$ cat src/rtl/mdb_pkg.sv
package mdb_pkg;
  typedef enum logic [1:0] {
    MODE_BYP  = 2'd0,
    MODE_RSV  = 2'd1,
    MODE_REG  = 2'd2,
    MODE_PAGE = 2'd3
  } mdb_mode_e;

  localparam logic [1:0] OP_RD = 2'b10;
  localparam logic [1:0] OP_WR = 2'b01;

  localparam int HALF_W = 16;

  typedef struct packed {
    logic       rd;
    logic [4:0] phy;
    logic [4:0] rg;
  } mdb_hdr_t;
endpackage

$ cat src/rtl/mdb_frame_rx.sv
module mdb_frame_rx import mdb_pkg::*; #(
  parameter int PRE_LEN = 32
) (
  input  logic              clk,
  input  logic              rst_n,
  input  logic              mdc,
  input  logic              mdio_i,
  output logic              mdio_o,
  output logic              mdio_oe,
  output logic              hdr_stb,
  output mdb_hdr_t          hdr,
  output logic              wr_stb,
  output logic [HALF_W-1:0] wr_data,
  input  logic              rd_claim,
  input  logic [HALF_W-1:0] rd_word
);
  localparam int PRE_CW = $clog2(PRE_LEN + 1);

  typedef enum logic [1:0] {S_IDLE, S_HDR, S_BODY} rx_state_e;

  rx_state_e          state_q;
  logic [2:0]         mdc_s;
  logic [1:0]         dat_s;
  logic [PRE_CW-1:0]  ones_q;
  logic [3:0]         hcnt_q;
  logic [11:0]        hsr_q;
  logic [4:0]         body_q;
  logic [4:0]         drv_q;
  logic               claim_q;
  logic [HALF_W-1:0]  wsr_q;
  mdb_hdr_t           hdr_q;
  logic               hdr_stb_q, wr_stb_q, oe_q, o_q;

  logic       rise, fall, bit_in;
  logic [1:0] op_c;
  logic [3:0] bit_idx;

  always_comb begin
    rise    = mdc_s[1] & ~mdc_s[2];
    fall    = ~mdc_s[1] & mdc_s[2];
    bit_in  = dat_s[1];
    op_c    = hsr_q[10:9];
    bit_idx = 4'(5'd17 - drv_q);
  end

  always_ff @(posedge clk) begin
    if (!rst_n) begin
      state_q   <= S_IDLE;
      mdc_s     <= '0;
      dat_s     <= '0;
      ones_q    <= '0;
      hcnt_q    <= '0;
      hsr_q     <= '0;
      body_q    <= '0;
      drv_q     <= '0;
      claim_q   <= 1'b0;
      wsr_q     <= '0;
      hdr_q     <= '0;
      hdr_stb_q <= 1'b0;
      wr_stb_q  <= 1'b0;
      oe_q      <= 1'b0;
      o_q       <= 1'b0;
    end else begin
      mdc_s     <= {mdc_s[1:0], mdc};
      dat_s     <= {dat_s[0], mdio_i};
      hdr_stb_q <= 1'b0;
      wr_stb_q  <= 1'b0;
      if (hdr_stb_q) claim_q <= rd_claim;
      if (rise) begin
        unique case (state_q)
          S_IDLE: begin
            if (bit_in) begin
              if (ones_q != PRE_CW'(PRE_LEN)) ones_q <= ones_q + 1'b1;
            end else begin
              if (ones_q == PRE_CW'(PRE_LEN)) begin
                state_q <= S_HDR;
                hcnt_q  <= '0;
              end
              ones_q <= '0;
            end
          end
          S_HDR: begin
            hsr_q  <= {hsr_q[10:0], bit_in};
            hcnt_q <= hcnt_q + 1'b1;
            if (hcnt_q == 4'd12) begin
              if (hsr_q[11] && (op_c == OP_RD || op_c == OP_WR)) begin
                state_q   <= S_BODY;
                hdr_q     <= '{rd: (op_c == OP_RD), phy: hsr_q[8:4], rg: {hsr_q[3:0], bit_in}};
                hdr_stb_q <= 1'b1;
                body_q    <= '0;
                drv_q     <= '0;
              end else begin
                state_q <= S_IDLE;
              end
            end
          end
          S_BODY: begin
            body_q <= body_q + 1'b1;
            if (body_q >= 5'd2) wsr_q <= {wsr_q[HALF_W-2:0], bit_in};
            if (body_q == 5'd17) begin
              state_q  <= S_IDLE;
              wr_stb_q <= ~hdr_q.rd;
              claim_q  <= 1'b0;
            end
          end
          default: state_q <= S_IDLE;
        endcase
      end
      if (fall) begin
        if (state_q == S_BODY && claim_q) begin
          if (drv_q == 5'd1) begin
            oe_q <= 1'b1;
            o_q  <= 1'b0;
          end else if (drv_q >= 5'd2 && drv_q <= 5'd17) begin
            oe_q <= 1'b1;
            o_q  <= rd_word[bit_idx];
          end else begin
            oe_q <= 1'b0;
          end
        end else begin
          oe_q <= 1'b0;
        end
        if (state_q == S_BODY && drv_q != 5'd31) drv_q <= drv_q + 1'b1;
      end
    end
  end

  assign mdio_o  = o_q;
  assign mdio_oe = oe_q;
  assign hdr_stb = hdr_stb_q;
  assign hdr     = hdr_q;
  assign wr_stb  = wr_stb_q;
  assign wr_data = wsr_q;


  oe_on_fall_chk: assert property (@(posedge clk) disable iff (!rst_n)
    $rose(mdio_oe) |-> $past(fall));


  strobe_excl_chk: assert property (@(posedge clk) disable iff (!rst_n)
    $onehot0({hdr_stb, wr_stb}));
endmodule

$ cat src/rtl/mdb_xlate.sv
module mdb_xlate import mdb_pkg::*; #(
  parameter  int PAGE_W = 10,
  localparam int ADDR_W = PAGE_W + 9
) (
  input  logic              clk,
  input  logic              rst_n,
  input  logic              hdr_stb,
  input  mdb_hdr_t          hdr,
  input  logic              wr_stb,
  input  logic [HALF_W-1:0] wr_data,
  output logic              rd_claim,
  output logic [HALF_W-1:0] rd_word,
  output logic              bus_valid,
  input  logic              bus_ready,
  output logic              bus_write,
  output logic [ADDR_W-1:0] bus_addr,
  output logic [31:0]       bus_wdata,
  input  logic [31:0]       bus_rdata
);
  logic [PAGE_W-1:0] page_q;
  logic [HALF_W-1:0] hi_wr_q, hi_rd_q, rd_word_q;
  logic              valid_q, write_q;
  logic [ADDR_W-1:0] addr_q;
  logic [31:0]       wdata_q;

  logic [1:0]        mode;
  logic              upper;
  logic [ADDR_W-1:0] req_addr;

  always_comb begin
    mode     = hdr.phy[4:3];
    upper    = hdr.rg[0];
    req_addr = {page_q, hdr.phy[2:0], hdr.rg[4:1], 2'b00};
    rd_claim = hdr.rd && (mode == MODE_REG);
  end

  always_ff @(posedge clk) begin
    if (!rst_n) begin
      page_q    <= '0;
      hi_wr_q   <= '0;
      hi_rd_q   <= '0;
      rd_word_q <= '0;
      valid_q   <= 1'b0;
      write_q   <= 1'b0;
      addr_q    <= '0;
      wdata_q   <= '0;
    end else begin
      if (valid_q && bus_ready) begin
        valid_q <= 1'b0;
        if (!write_q) begin
          rd_word_q <= bus_rdata[HALF_W-1:0];
          hi_rd_q   <= bus_rdata[31:HALF_W];
        end
      end
      if (hdr_stb && rd_claim) begin
        if (upper) begin
          rd_word_q <= hi_rd_q;
        end else begin
          valid_q <= 1'b1;
          write_q <= 1'b0;
          addr_q  <= req_addr;
        end
      end
      if (wr_stb) begin
        if (mode == MODE_PAGE) begin
          page_q <= wr_data[PAGE_W-1:0];
        end else if (mode == MODE_REG) begin
          if (upper) begin
            hi_wr_q <= wr_data;
          end else begin
            valid_q <= 1'b1;
            write_q <= 1'b1;
            addr_q  <= req_addr;
            wdata_q <= {hi_wr_q, wr_data};
          end
        end
      end
    end
  end

  assign rd_word   = rd_word_q;
  assign bus_valid = valid_q;
  assign bus_write = write_q;
  assign bus_addr  = addr_q;
  assign bus_wdata = wdata_q;


  bus_hold_chk: assert property (@(posedge clk) disable iff (!rst_n)
    bus_valid && !bus_ready |=> bus_valid && $stable(bus_addr) && $stable(bus_write) && $stable(bus_wdata));


  lo_commit_chk: assert property (@(posedge clk) disable iff (!rst_n)
    wr_stb && mode == MODE_REG && !upper |=> bus_valid && bus_write && bus_wdata[HALF_W-1:0] == $past(wr_data));


  page_hold_chk: assert property (@(posedge clk) disable iff (!rst_n)
    !wr_stb |=> $stable(page_q));


  hi_read_quiet_chk: assert property (@(posedge clk) disable iff (!rst_n)
    hdr_stb && rd_claim && upper && !bus_valid |=> !bus_valid);
endmodule

$ cat src/rtl/mdio_regbridge.sv
module mdio_regbridge import mdb_pkg::*; #(
  parameter  int PAGE_W  = 10,
  parameter  int PRE_LEN = 32,
  localparam int ADDR_W  = PAGE_W + 9
) (
  input  logic              clk,
  input  logic              rst_n,
  input  logic              mdc,
  input  logic              mdio_i,
  output logic              mdio_o,
  output logic              mdio_oe,
  output logic              bus_valid,
  input  logic              bus_ready,
  output logic              bus_write,
  output logic [ADDR_W-1:0] bus_addr,
  output logic [31:0]       bus_wdata,
  input  logic [31:0]       bus_rdata
);
  logic              hdr_stb, wr_stb, rd_claim;
  mdb_hdr_t          hdr;
  logic [HALF_W-1:0] wr_data, rd_word;

  mdb_frame_rx #(.PRE_LEN(PRE_LEN)) u_rx (
    .clk      (clk),
    .rst_n    (rst_n),
    .mdc      (mdc),
    .mdio_i   (mdio_i),
    .mdio_o   (mdio_o),
    .mdio_oe  (mdio_oe),
    .hdr_stb  (hdr_stb),
    .hdr      (hdr),
    .wr_stb   (wr_stb),
    .wr_data  (wr_data),
    .rd_claim (rd_claim),
    .rd_word  (rd_word)
  );

  mdb_xlate #(.PAGE_W(PAGE_W)) u_xlate (
    .clk       (clk),
    .rst_n     (rst_n),
    .hdr_stb   (hdr_stb),
    .hdr       (hdr),
    .wr_stb    (wr_stb),
    .wr_data   (wr_data),
    .rd_claim  (rd_claim),
    .rd_word   (rd_word),
    .bus_valid (bus_valid),
    .bus_ready (bus_ready),
    .bus_write (bus_write),
    .bus_addr  (bus_addr),
    .bus_wdata (bus_wdata),
    .bus_rdata (bus_rdata)
  );


  oe_claim_chk: assert property (@(posedge clk) disable iff (!rst_n)
    wr_stb |-> !mdio_oe);
endmodule

$ cat config.mk
export PLATFORM = sky130hd
export DESIGN_NAME = mdio_regbridge
export DESIGN_NICKNAME = d
export VERILOG_FILES = /design/src/rtl/mdb_pkg.sv /design/src/rtl/mdb_frame_rx.sv /design/src/rtl/mdb_xlate.sv /design/src/rtl/mdio_regbridge.sv
export SDC_FILE = /design/constraint.sdc
export NUM_CORES = 1
export LEC_CHECK = 0
export ABC_CLOCK_PERIOD_IN_PS = 2000
export BUFFER_PORTS_ARGS = -buffer_cell sky130_fd_sc_hd__buf_2
export CORE_ASPECT_RATIO = 1.2
export CORE_MARGIN = 2
export CORE_UTILIZATION = 40
export DETAILED_ROUTE_END_ITERATION = 10
export MAX_ROUTING_LAYER = met4
export PLACE_DENSITY = 0.6
export SLEW_MARGIN = 40
export SYNTH_ARGS = -nofsm -noshare
export SYNTH_HDL_FRONTEND = slang
export SYNTH_HIERARCHICAL = 1
export SYNTH_SLANG_ARGS = --single-unit
$ cat constraint.sdc
create_clock -name clk -period 2 [get_ports clk]
set_input_delay 0.1 -clock clk [delete_from_list [all_inputs] [get_ports clk]]
set_output_delay 0.1 -clock clk [all_outputs]
set_load 0.01 [all_outputs]
## Word level (Yosys, flattened, before mapping)

Cells that the tools add are included.

| storage, ports and cells | value |
|---|---|
| logic and storage cells | 141 |
| bits of input ports | 37 |
| register bits after elaboration | 182 |
| output and inout bits | 55 |

| operators by class | value |
|---|---|
| bitwise gates (word level) | 8 |
| reductions and logical operators | 26 |
| $lt $le $gt $ge | 4 |
| $add $sub $neg | 5 |
| multiplexer cells | 55 |
| equality and inequality tests | 18 |

Operators with widths:

| kind | number |
|---|---|
| $mux 19 | 6 |
| $mux 16 | 4 |
| $mux 5 | 8 |
| $reduce_and 4->1 | 7 |
| $mux 1 | 24 |
| $mux 6 | 2 |
| $add 5x1->5 const B | 2 |
| $ge 5x2->1 const B | 2 |
| $mux 2 | 5 |
| $pmux 5 s2 | 1 |
| $reduce_and 3->1 | 3 |
| $eq 2x2->1 const B | 4 |
| $mux 4 | 2 |
| $ne 2x1->1 const B | 4 |
| $pmux 4 s2 | 1 |
| $logic_and 1x1->1 | 7 |
| $add 6x1->6 const B | 1 |
| $eq 6x6->1 const B | 1 |
| $ne 6x6->1 const B | 1 |
| $not 1->1 | 6 |
| $pmux 2 s3 | 1 |
| $reduce_and 2->1 | 3 |
| $reduce_bool 2->1 | 3 |
| $eq 5x1->1 const B | 1 |
| 14 further kinds | 17 |

## Depth between registers and ports, before layout

Gate-level depths: netlist of run 1.

| depth | value |
|---|---|
| word-level depth | 9 |
| gate-level depth with buffers | 7 |

## By module

Netlist of run 1, hierarchy kept.

By module, submodules not included:

| module | seq. area each (µm²) | cells an instance | area an instance (µm²) | instances |
|---|---|---|---|---|
| mdb_xlate | 2,222.1 | 517 | 4,210.3 | 1 |
| mdb_frame_rx | 1,421.4 | 356 | 3,348.2 | 1 |

## Worst setup path before layout of run 1

OpenSTA, ideal clock, no wires.

| timing | value |
|---|---|
| path kind | register to register |
| from | register u_rx.body_q[2] |
| to | register u_rx.wsr_q[0] (netlist: u_rx/wr_data[0]) |
| data arrival time | 1.547 ns |
| cell stages (with the launch flop) | 6 |
| slack | 0.337 ns |
| clock period less this slack | 1.663 ns |
| cells stage by stage | dfxtp_1 > or4_4 > o21ai_4 > buf_12 > mux2i_1 > nor2b_1 |

| between the ends | value |
|---|---|
| longest elaborated chain between the ends | 2 |

Ends and longest elaborated chain:

| item | line | source |
|---|---|---|
| start, declared | mdb_frame_rx.sv:27 | `logic [4:0] body_q;` |
| start signal, assigned | mdb_frame_rx.sv:98 | `body_q <= body_q + 1'b1;` |
| $ge 5x2->1 | mdb_frame_rx.sv:99 | `if (body_q >= 5'd2) wsr_q <= {wsr_q[HALF_W-2:0], bit_in};` |
| $reduce_and 3->1 (no line) | - |  |
| end signal, assigned | mdb_frame_rx.sv:99 |  |
| end, declared | mdb_frame_rx.sv:30 | `logic [HALF_W-1:0] wsr_q;` |

No other way between the ends.
A chain may end at the register's enable or synchronous reset.

## Worst setup path after layout of run 1

| timing | value |
|---|---|
| from | register u_rx.drv_q[2] |
| to | register u_rx.o_q (netlist: u_rx/mdio_o) |

| between the ends | value |
|---|---|
| longest elaborated chain between the ends | 5 |

Ends and longest elaborated chain:

| item | line | source |
|---|---|---|
| start, declared | mdb_frame_rx.sv:28 | `logic [4:0] drv_q;` |
| start signal, assigned | mdb_frame_rx.sv:123 | `if (state_q == S_BODY && drv_q != 5'd31) drv_q <= drv_q + 1'b1;` |
| $sub 1x4->4 | mdb_frame_rx.sv:43 | `bit_idx = 4'(5'd17 - drv_q);` |
| $bmux 1 s4 | mdb_frame_rx.sv:116 | `o_q <= rd_word[bit_idx];` |
| $mux 1 (implied by the code) | mdb_frame_rx.sv:116 |  |
| $mux 1 | mdb_frame_rx.sv:114 | `end else if (drv_q >= 5'd2 && drv_q <= 5'd17) begin` |
| $mux 1 | mdb_frame_rx.sv:111 | `if (drv_q == 5'd1) begin` |
| end signal, assigned | mdb_frame_rx.sv:116 |  |
| end, declared | mdb_frame_rx.sv:32 | `logic hdr_stb_q, wr_stb_q, oe_q, o_q;` |

Parallel ways exist; a longest one is shown, timed or not. The select of a mux whose other input is x is not followed.

==> impl_metrics.json, run 1 <==
{
  "status": "completed",
  "ys_seq_area_share_pct": 48.20,
  "maxCapViolCount": 0,
  "worstSetupStartpoint": "u_rx/drv_q[2]",
  "hold_path_class": "in2reg",
  "postCtsSetupBuffers": 0,
  "syn-cell-area_mm2": 0.007558,
  "grt_pass1_vias": 5759,
  "async_reset_ff_share_pct": 0,
  "syn2layout_area_growth_pct": 22.02,
  "synth_fp_nets": 924,
  "ant_nets": 0,
  "critPathArrivalTime_ns": 2.11,
  "syn_inst": 873,
  "dpl_cell_area_mm2": 0.008222,
  "fmaxAchievable_mhz": 565.0,
  "drive_gt1_share_pct": 16.99,
  "cts_buffers": 17,
  "ioPinCount": 92,
  "fp.coreArea_mm2": 0.01872,
  "r2r-end": "u_rx/mdio_o",
  "crit_path_start_kind": "flip-flop",
  "initial_core_util_pct": 40.38,
  "fin_nets": 1028,
  "grt_usage_pct": 18.01,
  "port_buffers": 91,
  "ys_types": 69,
  "synth_ff_type": "dfxtp_1",
  "critical_path_class": "reg2reg",
  "die_w_um": 129.5,
  "routedWlPerCell_um": 13.72,
  "layout_worst_path_cycle_share_pct": 88.50,
  "num_vias": 6146,
  "hold_violations": 0,
  "cp_max_fo": 5,
  "nFillCells": 1851,
  "use_met2_pct": 30.23,
  "drtIter0Drc": 360,
  "cts_root_buffer": "clkbuf_16",
  "cts_sinks": 182,
  "antenna_found_initial": 0,
  "cts_max_level": 4,
  "place_hpwl_um": 11230,
  "clk_path_buf_depth": 2,
  "max-slew-margin-rel_pct": 51.85,
  "setup.worst_path.end_class": "flip-flop",
  "reg2reg_from": "u_rx/drv_q[2]",
  "finalInstanceArea_mm2": 0.009223,
  "dieArea_mm2": 0.02002,
  "required_ns": 2.34,
  "clk_pin_slew_ns": 0.06,
  "worstHoldPathCells": 3,
  "r2r_cells": 6,
  "cts_tree": "built",
  "hp-start": "rst_n",
  "drt_pass1_iterations": 5,
  "p_per_area_mw_per_mm2": 810.4,
  "vias_per_cell": 4.937,
  "busiest_layer": "met2",
  "die_height_um": 154.6,
  "num_rows": 55,
  "grt_max_degree": 68,
  "grtUsageMet3_pct": 3.079,
  "finalSetupViolCount": 0,
  "setup_tns_ns": 0,
  "antennaDiodeCount": 0,
  "wl_um": 17080,
  "ys_warn_count": 6,
  "vdd_drop_max_mv": 0.5713,
  "drcViolationCount": 0,
  "r2r_setup_slack_ns": 0.23,
  "slew_violations": 0,
  "synth-seq-cells": 182,
  "grt_pass1_wl_um": 28250,
  "rsz0062_at_grt": "false",
  "worstMarginPinSlew_ns": 0.7185,
  "min_to": "u_xlate/bus_wdata[6]",
  "finalClockSkew_ns": 0.01507,
  "p_leak_uw": 0.003509,
  "place_congestion": 0.7736,
  "clk_latency_ns": 0.43,
  "use_met1_pct": 21.33,
  "grt_overflow": 0,
  "synth_edf_count": 0,
  "fin_crit_ns": 1.770,
  "syn-mean-instance-area_um2": 8.658
}
## layout by cell type, fill, tap and decap left out, types with 7 or more instances in the layout
cell type	Yosys	layout
buf_4	3	17
nand3_1	21	21
a21boi_1	27	27
inv_1	18	18
a311oi_2	10	10
o21ai_0	20	20
nor2b_1	19	19
nand2_1	240	240
ha_1	14	14
and2_1	7	7
and3_1	8	8
buf_2	13	91
dfxtp_1	182	182
nor2_1	14	14
nor3_1	19	19
nand2b_1	7	7
clkbuf_16	0	17
dlygate4sd3_1	0	35
mux2i_1	21	21
a21oi_1	101	100
## critical path, cell delays in order, from the launching register on
cell,delay [ns]
dfxtp_1,0.38
inv_1,0.10
ha_1,0.37
mux4_2,0.24
mux2i_1,0.06
mux2_2,0.27
o32ai_1,0.25
## synth_stat cells, types with 7 or more instances
master	n	area [um^2]
nand2_1	240	900.9
dfxtp_1	182	3643
a21oi_1	101	505.5
clkbuf_1	37	138.9
a21boi_1	27	202.7
mux2i_1	21	210.2
nand3_1	21	105.1
o21ai_0	20	100.1
nor2b_1	19	118.9
nor3_1	19	95.09
inv_1	18	67.56
ha_1	14	175.2
nor2_1	14	52.55
buf_2	13	65.06
a311oi_2	10	150.1
and3_1	8	50.05
and2_1	7	43.79
nand2b_1	7	43.79
## layout make-up
type	count	area (um^2)	area share [%]
Sequential cell	182	3643	39.51
Multi-Input combinational cell	611	3565	38.65
Timing Repair Buffer	145	973.4	10.55
Clock buffer	20	446.7	4.843
Tap cell	256	320.3	3.473
Clock inverter	11	197.7	2.144
Inverter	20	76.32	0.8276
## report_power, final
| part | switching [uW] | total [uW] | internal, uW | leakage (uW) |
|---|---|---|---|---|
| Sequential | 5.87 | 3630 | 3630 | 0.00147 |
| Clock | 1400 | 3650 | 2250 | 0.000311 |
| Combinational | 86.9 | 187 | 100 | 0.00173 |
| Total | 1490 | 7470 | 5980 | 0.00351 |
## sequential cells by signal (all words and copies together), names as in the netlist, 3 cells and up
| signal | cells |
|---|---|
| u_rx/ones_q | 6 |
| u_rx/wr_data | 16 |
| u_rx/hsr_q | 12 |
| u_rx/hcnt_q | 4 |
| u_xlate/hi_wr_q | 16 |
| u_xlate/rd_word | 16 |
| u_xlate/hi_rd_q | 16 |
| u_rx/drv_q | 5 |
| u_xlate/bus_wdata | 32 |
| u_rx/hdr | 11 |
| u_xlate/page_q | 10 |
| u_xlate/bus_addr | 19 |
| u_rx/body_q | 5 |
| u_rx/mdc_s | 3 |
## routing by layer
layer  vias to the layer above  part of all wire [%]
met4                         0                   2.1
met1                      2831                    44
li1                       3188                     -
met3                        21                   3.4
met2                       106                    50
met5                         -                     0
## kinds of logic (layout without fill, tap and decap cells)
family,count (synthesis),count (layout),synth area share [%]
and+or+nand+nor,370,370,22.93
AOI/OAI and AO/OA,195,195,16.74
DFF,182,182,48.20
buffers and inverters,80,196,4.966
muxes,27,27,4.271
adders and majority gates,14,14,2.318
xor gates and xnor gates,5,5,0.5793
## how the worst max path moves through the flow
stage | end | slack [ns] | depth (start not counted)
after floorplan | u_rx/wr_data[0] | 0.34 | 5
after global placement | u_xlate/bus_addr[8] | 0.26 | 3
after detailed placement | u_rx/hcnt_q[3] | 0.15 | 6
after CTS | u_rx/hcnt_q[3] | 0.13 | 6
after global routing | u_rx/hcnt_q[3] | 0.08 | 6
final | u_rx/mdio_o | 0.23 | 6
## per-stage QoR
stage / cells / worst slack (ns) / total power (uW) / hold WS, ns / util (%)
6_report: 1245 / 0.2300 / 7474 / 0.2296 / 49.27
5_1_grt: 1245 / 0.07697 / 7724 / 0.2416 / 49.27
4_1_cts: 1245 / 0.1319 / 7552 / 0.2363 / 49.24
3_5_place_dp: 1179 / 0.1474 / 3851 / 0.3122 / 43.92
3_3_place_gp: 1179 / 0.2624 / 3849 / 0.3121 / 43.90
2_1_floorplan: 873 / 0.3370 / 3787 / 0.2273 / -
## repair_timing
action | CTS | global route
hold buffers | 35 | 0
setup endpoints to repair | 0 | 1
resized for setup | 0 | 1
endpoints found under the hold margin | 35 | 0
Note: power is estimated with default switching activity, not from simulation.
==> run 2: changes to the inputs <==
Settings changed: ABC_AREA from default to 1, PLACE_DENSITY 0.6 to 0.61.
==> run 2 against run 1 <==
Net effect: count of clock-buffer cells in the layout unchanged; largest cell class unchanged; register-to-register slack improved by 0.05 ns; worst setup slack improved by 0.053 ns.
==> impl_metrics.json, run 2 <==
{
  "status": "completed",
  "critical_path_class": "reg2reg",
  "cts_hold_buf": 21,
  "fp.coreArea_mm2": 0.01824,
  "ioPinCount": 92,
  "worstMarginPinSlew_ns": 0.5707,
  "synth_top_cell_by_area": "dfxtp_1",
  "place_hpwl_um": 11290,
  "synth_fp_nets": 1070,
  "cp_max_fo": 8,
  "grt_max_degree": 57,
  "cts_max_level": 4,
  "clk_path_buf_depth": 2,
  "ys_seq_area_share_pct": 48.76,
  "finalClockSkew_ns": 0.009396,
  "syn2layout_area_growth_pct": 19.01,
  "cts_sinks": 182,
  "finalNonFillerCells": 1352,
  "nFillCells": 1851,
  "synth_edf_count": 0,
  "wl_um": 17150,
  "num_rows": 54,
  "drt_pass1_iterations": 5,
  "ant_nets": 0,
  "vias_per_cell": 4.844,
  "cts_root_buffer": "clkbuf_16",
  "fin_nets": 1166,
  "drtIter0Drc": 402,
  "num_vias": 6549,
  "drive_gt1_share_pct": 14.45,
  "finalSetupViolCount": 0,
  "place_congestion": 0.8117,
  "clk_pin_slew_ns": 0.07,
  "fin_crit_ns": 1.717,
  "antenna_found_initial": 0,
  "routedWlPerCell_um": 12.68,
  "cts_resized": 0,
  "slew_violations": 0,
  "synth_ff_type": "dfxtp_1",
  "hold_violations": 0,
  "reg2reg_from": "u_rx/drv_q[1]",
  "fmaxAchievable_mhz": 582.3,
  "postCtsSetupBuffers": 0,
  "ys_warn_count": 6,
  "setup_tns_ns": 0,
  "cts_buffers": 17,
  "p_per_area_mw_per_mm2": 811.2,
  "setup.worst_path.end_class": "flip-flop",
  "critPathArrivalTime_ns": 2.05,
  "p_leak_uw": 0.003856,
  "port_buffers": 91,
  "synth.most_common_cell": "nor2_1",
  "grt_usage_pct": 18.13,
  "largest_reg_flops": 32,
  "rsz0062_at_grt": "false",
  "vdd_drop_max_mv": 0.5611,
  "fin_util_pct": 48.74,
  "clk_latency_ns": 0.43,
  "crit_path_start_kind": "flip-flop",
  "grt_overflow": 0,
  "layout_worst_path_cycle_share_pct": 85.87,
  "final_cell_mix": "nor2_1, dfxtp_1, nand2_1",
  "die_w_um": 128.8,
  "antennaDiodeCount": 0,
  "synth_top_area_share_pct": 48.76,
  "hold_path_class": "in2reg",
  "syn-mean-instance-area_um2": 7.333,
  "dieArea_mm2": 0.01979,
  "initial_core_util_pct": 40.96,
  "die_height_um": 153.7,
  "grt_pass1_wl_um": 28640,
  "ys_types": 34,
  "worstSetupStartpoint": "u_rx/drv_q[1]",
  "hp-start": "bus_rdata[15]",
  "dp_cells": 1299,
  "final_common_cell": "nor2_1",
  "syn-cell-area_mm2": 0.007472,
  "cts_tree": "built",
  "ys_top_cells_by_area": "dfxtp_1, nor2_1, nand2_1, o21ai_0, nand3_1",
  "syn_inst": 1019,
  "maxCapViolCount": 0,
  "required_ns": 2.33,
  "drcViolationCount": 0,
  "grt_pass1_vias": 5984,
  "async_reset_ff_share_pct": 0,
  "synth_common_cells": "nor2_1, dfxtp_1, nand2_1",
  "synth-seq-cells": 182,
  "max-slew-margin-rel_pct": 61.72
}
[run 2: layout make-up]
cell class	count	area (um^2)	area share (%)
Clock buffer	20	466.7	5.248
Sequential cell	182	3643	40.97
Timing Repair Buffer	127	793.3	8.921
Multi-Input combinational cell	705	3267	36.74
Tap cell	224	280.3	3.152
Clock inverter	12	133.9	1.506
Inverter	82	307.8	3.461
[run 2: worst paths after layout]
kind                                            end  cells past startpoint  slack, ns
worst min-delay path            u_xlate/rd_word[15]                      5       0.01
worst max-delay path                  u_rx/drv_q[0]                      8       0.28
worst min register to register        u_rx/mdc_s[1]                      2       0.41
worst max register to register        u_rx/drv_q[0]                      8       0.28
[run 2: worst max-delay path, cell delays in order, from the launching register on]
cell and delay (ns):
dfxtp_1 0.39, ha_1 0.23, nand2_1 0.08, nor2_1 0.05, ha_1 0.17, or2_1 0.28, nor2_4 0.18, a21oi_1 0.06
a211oi_1 0.18
[run 2: routing by layer]
layer | up-vias | part of all wire (%) | track usage [%]
met1 | 2964 | 51 | 24.63
met4 | 0 | 1.9 | 6.884
met3 | 28 | 3.2 | 3.132
met5 | - | 0 | -
li1 | 3443 | - | -
met2 | 114 | 44 | 26.96
[run 2: kinds of logic (layout without fill, tap and decap cells)]
| group | count (synthesis) | in the layout | synth area share, % |
|---|---|---|---|
| AND/OR/NAND/NOR | 511 | 511 | 28.43 |
| flip-flops | 182 | 182 | 48.76 |
| AO/OA/AOI/OAI | 176 | 176 | 12.44 |
| buffers and inverters | 132 | 241 | 7.552 |
| adder cells (fa/ha/maj) | 14 | 14 | 2.344 |
| XOR/XNOR | 4 | 4 | 0.4688 |
[run 2: metrics by stage]
stage / hold WS [ns] / setup WS [ns] / area, um^2 / power, uW
floorplan: 0.1976 / 0.4752 / 7472 / 3807
global placement: 0.2935 / 0.3328 / 8082 / 3880
detailed placement: 0.2943 / 0.3042 / 8082 / 3881
CTS: 0.001606 / 0.2899 / 8892 / 7287
global route: 0.01932 / 0.06557 / 8892 / 7476
finish: 0.01011 / 0.2826 / 8892 / 7214
[run 2: report_power, final]
part | internal, uW | switching (uW)
clock | 1860 | 1520
sequential | 3630 | 4.38
combinational | 84.0 | 111
